File: config.mk
export PLATFORM = sky130hd
export DESIGN_NAME = qcmp_fcc_unit
export DESIGN_NICKNAME = d
export VERILOG_FILES = /design/src/rtl/qcmp_pkg.sv /design/src/rtl/qcmp_classify.sv /design/src/rtl/qcmp_order.sv /design/src/rtl/qcmp_fcc_merge.sv /design/src/rtl/qcmp_fcc_unit.sv
export SDC_FILE = /design/constraint.sdc
export NUM_CORES = 1
export LEC_CHECK = 0
export CORE_AREA = 2 2 153 155
export CTS_BUF_LIST = sky130_fd_sc_hd__clkbuf_2
export CTS_CLUSTER_DIAMETER = 100
export DETAILED_ROUTE_END_ITERATION = 6
export DIE_AREA = 0 0 155 157
export GPL_TIMING_DRIVEN = 0
export PLACE_DENSITY = 0.76
export RECOVER_POWER = 50
export SLEW_MARGIN = 10
export SYNTH_ARGS = -nofsm -noshare
export SYNTH_HDL_FRONTEND = slang
export SYNTH_SLANG_ARGS = --single-unit
export TNS_END_PERCENT = 50
File: constraint.sdc
create_clock -name clk -period 3 [get_ports clk]
set_input_delay 0.3 -clock clk [delete_from_list [all_inputs] [get_ports clk]]
set_output_delay 0.3 -clock clk [all_outputs]
set_load 0.005 [all_outputs]
File: src/rtl/qcmp_pkg.sv
package qcmp_pkg;
  localparam int QW      = 128;
  localparam int EW      = 15;
  localparam int FW      = QW - EW - 1;
  localparam int SW      = 64;
  localparam int XW      = 5;
  localparam int INV_BIT = 4;
  localparam int NFCC    = 4;

  typedef enum logic [1:0] {
    REL_EQ = 2'd0,
    REL_LT = 2'd1,
    REL_GT = 2'd2,
    REL_UN = 2'd3
  } rel_e;

  typedef struct packed {
    logic          sign;
    logic          is_nan;
    logic          is_snan;
    logic          is_zero;
    logic [QW-2:0] mag;
  } opnd_info_t;

  // Low bit of the status-word field chosen by a selector value.
  function automatic int unsigned fcc_lsb(input logic [1:0] sel);
    return (sel == 2'd0) ? 10 : (30 + 2 * int'(sel));
  endfunction
endpackage

File: src/rtl/qcmp_classify.sv
module qcmp_classify
  import qcmp_pkg::*;
#(
  parameter int W  = QW,
  parameter int E  = EW
) (
  input  logic [W-1:0] val,
  output opnd_info_t   info
);
  localparam int F = W - E - 1;

  logic [E-1:0] expo;
  logic [F-1:0] frac;

  assign expo = val[W-2 -: E];
  assign frac = val[F-1:0];

  always_comb begin
    info.sign    = val[W-1];
    info.mag     = val[W-2:0];
    info.is_zero = ~|val[W-2:0];
    info.is_nan  = (&expo) & (|frac);
    info.is_snan = (&expo) & (|frac) & ~frac[F-1];
  end
endmodule

File: src/rtl/qcmp_order.sv
module qcmp_order
  import qcmp_pkg::*;
(
  input  opnd_info_t a_info,
  input  opnd_info_t b_info,
  output rel_e       rel
);
  logic mag_gt;
  logic mag_eq;

  assign mag_gt = a_info.mag > b_info.mag;
  assign mag_eq = a_info.mag == b_info.mag;

  always_comb begin
    if (a_info.is_nan || b_info.is_nan) begin
      rel = REL_UN;
    end else if (a_info.is_zero && b_info.is_zero) begin
      rel = REL_EQ;
    end else if (a_info.sign != b_info.sign) begin
      rel = a_info.sign ? REL_LT : REL_GT;
    end else if (mag_eq) begin
      rel = REL_EQ;
    end else if (a_info.sign) begin
      rel = mag_gt ? REL_LT : REL_GT;
    end else begin
      rel = mag_gt ? REL_GT : REL_LT;
    end
  end
endmodule

File: src/rtl/qcmp_fcc_merge.sv
module qcmp_fcc_merge
  import qcmp_pkg::*;
(
  input  logic [SW-1:0] fsr_in,
  input  logic [1:0]    sel,
  input  rel_e          rel,
  input  logic          keep,
  output logic [SW-1:0] fsr_out
);
  logic [NFCC-1:0] hit;

  for (genvar g = 0; g < NFCC; g++) begin : g_hit
    assign hit[g] = (sel == g[1:0]) & ~keep;
  end

  always_comb begin
    fsr_out = fsr_in;
    for (int f = 0; f < NFCC; f++) begin
      if (hit[f]) fsr_out[fcc_lsb(f[1:0]) +: 2] = rel;
    end
  end
endmodule

File: src/rtl/qcmp_fcc_unit.sv
module qcmp_fcc_unit
  import qcmp_pkg::*;
(
  input  logic          clk,
  input  logic          rst_n,
  input  logic          in_valid,
  output logic          in_ready,
  input  logic [QW-1:0] opnd_a,
  input  logic [QW-1:0] opnd_b,
  input  logic [1:0]    fcc_sel,
  input  logic          signaling,
  input  logic          inhibit_on_invalid,
  input  logic [SW-1:0] fsr_in,
  output logic          out_valid,
  input  logic          out_ready,
  output logic [SW-1:0] fsr_out,
  output logic [XW-1:0] exc_flags
);
  opnd_info_t    info [2];
  logic [QW-1:0] opnd [2];
  rel_e          rel;
  logic          invalid;
  logic [SW-1:0] fsr_next;
  logic          accept;

  assign opnd[0] = opnd_a;
  assign opnd[1] = opnd_b;

  for (genvar i = 0; i < 2; i++) begin : g_cls
    qcmp_classify #(.W(QW), .E(EW)) u_cls (
      .val  (opnd[i]),
      .info (info[i])
    );
  end

  qcmp_order u_ord (
    .a_info (info[0]),
    .b_info (info[1]),
    .rel    (rel)
  );

  assign invalid = (rel == REL_UN) &
                   (signaling | info[0].is_snan | info[1].is_snan);

  qcmp_fcc_merge u_mrg (
    .fsr_in  (fsr_in),
    .sel     (fcc_sel),
    .rel     (rel),
    .keep    (invalid & inhibit_on_invalid),
    .fsr_out (fsr_next)
  );

  assign in_ready = ~out_valid | out_ready;
  assign accept   = in_valid & in_ready;

  always_ff @(posedge clk or negedge rst_n) begin
    if (!rst_n) begin
      out_valid <= 1'b0;
      fsr_out   <= '0;
      exc_flags <= '0;
    end else if (accept) begin
      out_valid <= 1'b1;
      fsr_out   <= fsr_next;
      exc_flags <= XW'(invalid) << INV_BIT;
    end else if (out_ready) begin
      out_valid <= 1'b0;
    end
  end
endmodule

==> results.md <==
* Dpl cells at 1,557
* Initial Util at 29.30%
* Hold Vio Cnt, Final at 0
* Die Y at 157 um
* CTS sink cnt at 66
* Maximum VDD drop at 243.8 uV
* Worst Setup End Kind: flip-flop
* Ranking of synthesized cells by area: dfrtp_1 25%, ha_1 24%, nand2_1 12%
* Aggregate global routing overflow at 0
* DRC at 0
* GP Congestion at 1.022
* EDFF count, synth at 0
* WS Path Type: in2reg
* Maxcap violations at 1
* CP startpoint: opnd_b[12]
* Post-synthesis sequential area ratio at 25.05%
* Final Critical Period at 2934 ps
* Via count at 8,084
* Synth top area share at 25.05%
* Area delta synth->final at 71.80%
* Antenna viol nets, final at 0
* Mean Syn Cell Area at 7.543 sq um
* Vias in the first global route at 8,239
* Slew headroom at -1.656%
* WP data required at 3460 ps
* Arrival @ worst endpoint at 3390 ps
* Max-slew violation count at 64
* Slew @ Worst Pin at 1525 ps
* CTS H-Tree Depth at 3
* Clk root buf: clkbuf_2
* Clk_lat worst skew at 500 ps
* CTS tree: built
* Worst-path clk slew at 250 ps
* Detail Placement HPWL at 26.25 mm
* Area leader, netlist: dfrtp_1
* Status: finished with violations
* TritonCTS buffer count at 9
* Hold_ws at 86.67 ps
* FFs w/ async S/R, synth at 100.0%
* Max clock buf depth at 2
* GRT Util Overall at 23.59%
* Synth top cells by count: 213 x nand2_1, 136 x inv_1, 127 x ha_1, 79 x nor4_1, 66 x dfrtp_1
* Die area at 24,340 sq um
* Worst r2r src: out_valid
* Post-synth cell types at 49
* Avg Vias per Cell at 5.100
* Yosys reg bits at 66
* Lkg Pwr at 5.348 nW
* Post-Syn Instances at 874
* Layout cells sized above 1 at 4.707%
* DRT iter0 DRCs at 367
* Chip Width at 155 um
* Port bufs at 394
* Final period util at 97.81%
* Row Count at 55
* I/O pins at 399
* RSZ-0062 raised after global routing: false
* Post-synth top flop: dfrtp_1
* Nets at 1,746
* Worst Hold Class: in2async
* Critical Path Start Type: input pin
* Clk_skew at 46.73 ps
* Final Instance Count excl. Fillers at 1,585
* Setup TNS at 0 ps
* Fmax at 340.8 MHz
* Drt pass-1 iters at 5
* Global-route wire length before repair at 44.26 mm
* Core area at 22,500 sq um
* Failing checks: capacitance limit, slew limit
* Yosys warns at 0
* Avg WL per Cell at 18.68 um
* Final setup vio count at 0
* CP Max Fanout at 9
* Antenna violations before repair at 4
* Fillers at 2,142
* PwrDens at 274.6 nW/um^2
* Post-Syn Area at 6593 sq um
* WL final at 29.61 mm
* Largest net degree at the start of global routing at 64
* Count leader, synth: nand2_1
==> per-layer routing <==
| metal | GRT usage [%] | vias up | wire [um] |
|---|---|---|---|
| li1 | - | 3959 | - |
| met3 | 5.424 | 49 | 2281 |
| met5 | 0 | - | 0 |
| met1 | 26.89 | 3726 | 11620 |
| met4 | 7.496 | 0 | 880 |
| met2 | 43.56 | 350 | 14830 |
==> repair_timing <==
action                                  4_1_cts  5_1_grt
endpoints found under the setup margin        8        8
pin swaps                                     3        5
gates resized for setup                      13       21
buffers inserted                              3        4
hold buffers                                  1        0
endpoints found under the hold margin        66        0
==> critical path: stages <==
cell	delay [ps]
clkdlybuf4s50_1	540
nor4_2	440
nand4_1	260
nor3_2	290
nand2_1	190
a22o_1	230
buf_6	140
a221o_1	400
a21oi_4	300
a32oi_1	150
o21ai_1	150
==> layout make-up <==
class	instances	area, sq um	area share [%]
repair buffers	403	4005	35.36
diodes	4	10.01	0.08838
flip-flops and latches	66	1652	14.58
inverters	136	510.5	4.507
well taps	285	356.6	3.148
clock inverters	6	91.34	0.8064
plain buffers	19	93.84	0.8285
clock buffers	10	50.05	0.4419
multi-input cells	656	4557	40.23
==> state kept, by name (all words and copies together) (netlist names) <==
name       count
exc_flags      1
fsr_out       64
out_valid      1
==> final timing paths <==
path,slack (ps),cells past startpoint,to
hold reg to reg,490,2,fsr_out[52]
min in group clk,260,3,fsr_out[24]
hold / removal,90,2,fsr_out[16]
setup reg to reg,1030,6,fsr_out[58]
max in group asynchronous,1130,3,fsr_out[52]
setup / recovery,70,11,fsr_out[36]
==> stage by stage <==
step	power (W)	worst slack [ps]	util [%]	area (sq um)
6_report	0.003110	65.78	50.33	11330
5_1_grt	0.003324	3.685	50.33	11330
4_1_cts	0.003149	19.67	49.75	11190
3_5_place_dp	0.002500	-998.2	48.57	10930
3_3_place_gp	0.002461	-955.3	48.46	10900
2_1_floorplan	0.001556	454.4	-	6604
==> where the power goes <==
part / internal [W] / switching, W
sequential: 0.00101 / 0.0000570
combinational: 0.000806 / 0.000615
clock: 0.000279 / 0.000347
==> cell usage in the layout, fill, tap and decap left out, types with 6 or more instances in the layout <==
cell type,count
o21ai_0,16
dfrtp_1,66
clkbuf_2,11
nor3_1,6
a22oi_1,6
nand2_1,213
nand3_1,17
nor4_1,66
dlygate4sd3_1,24
clkdlybuf4s50_1,370
nand4_1,46
nor2_1,8
a221oi_1,7
a21o_1,7
o21ai_1,8
buf_4,11
clkbuf_1,14
ha_1,127
inv_1,136
nor4_2,9
nor4_4,7
a21oi_1,49
==> logic make-up after synthesis <==
group,share of synthesized area (%)
AO/OA/AOI/OAI,11.75
adder cells (fa/ha/maj),24.10
buffers and inverters,9.167
flip-flops,25.05
other,0.05688
AND/OR/NAND/NOR,29.87
No activity file was read; power rests on OpenSTA's default activity.
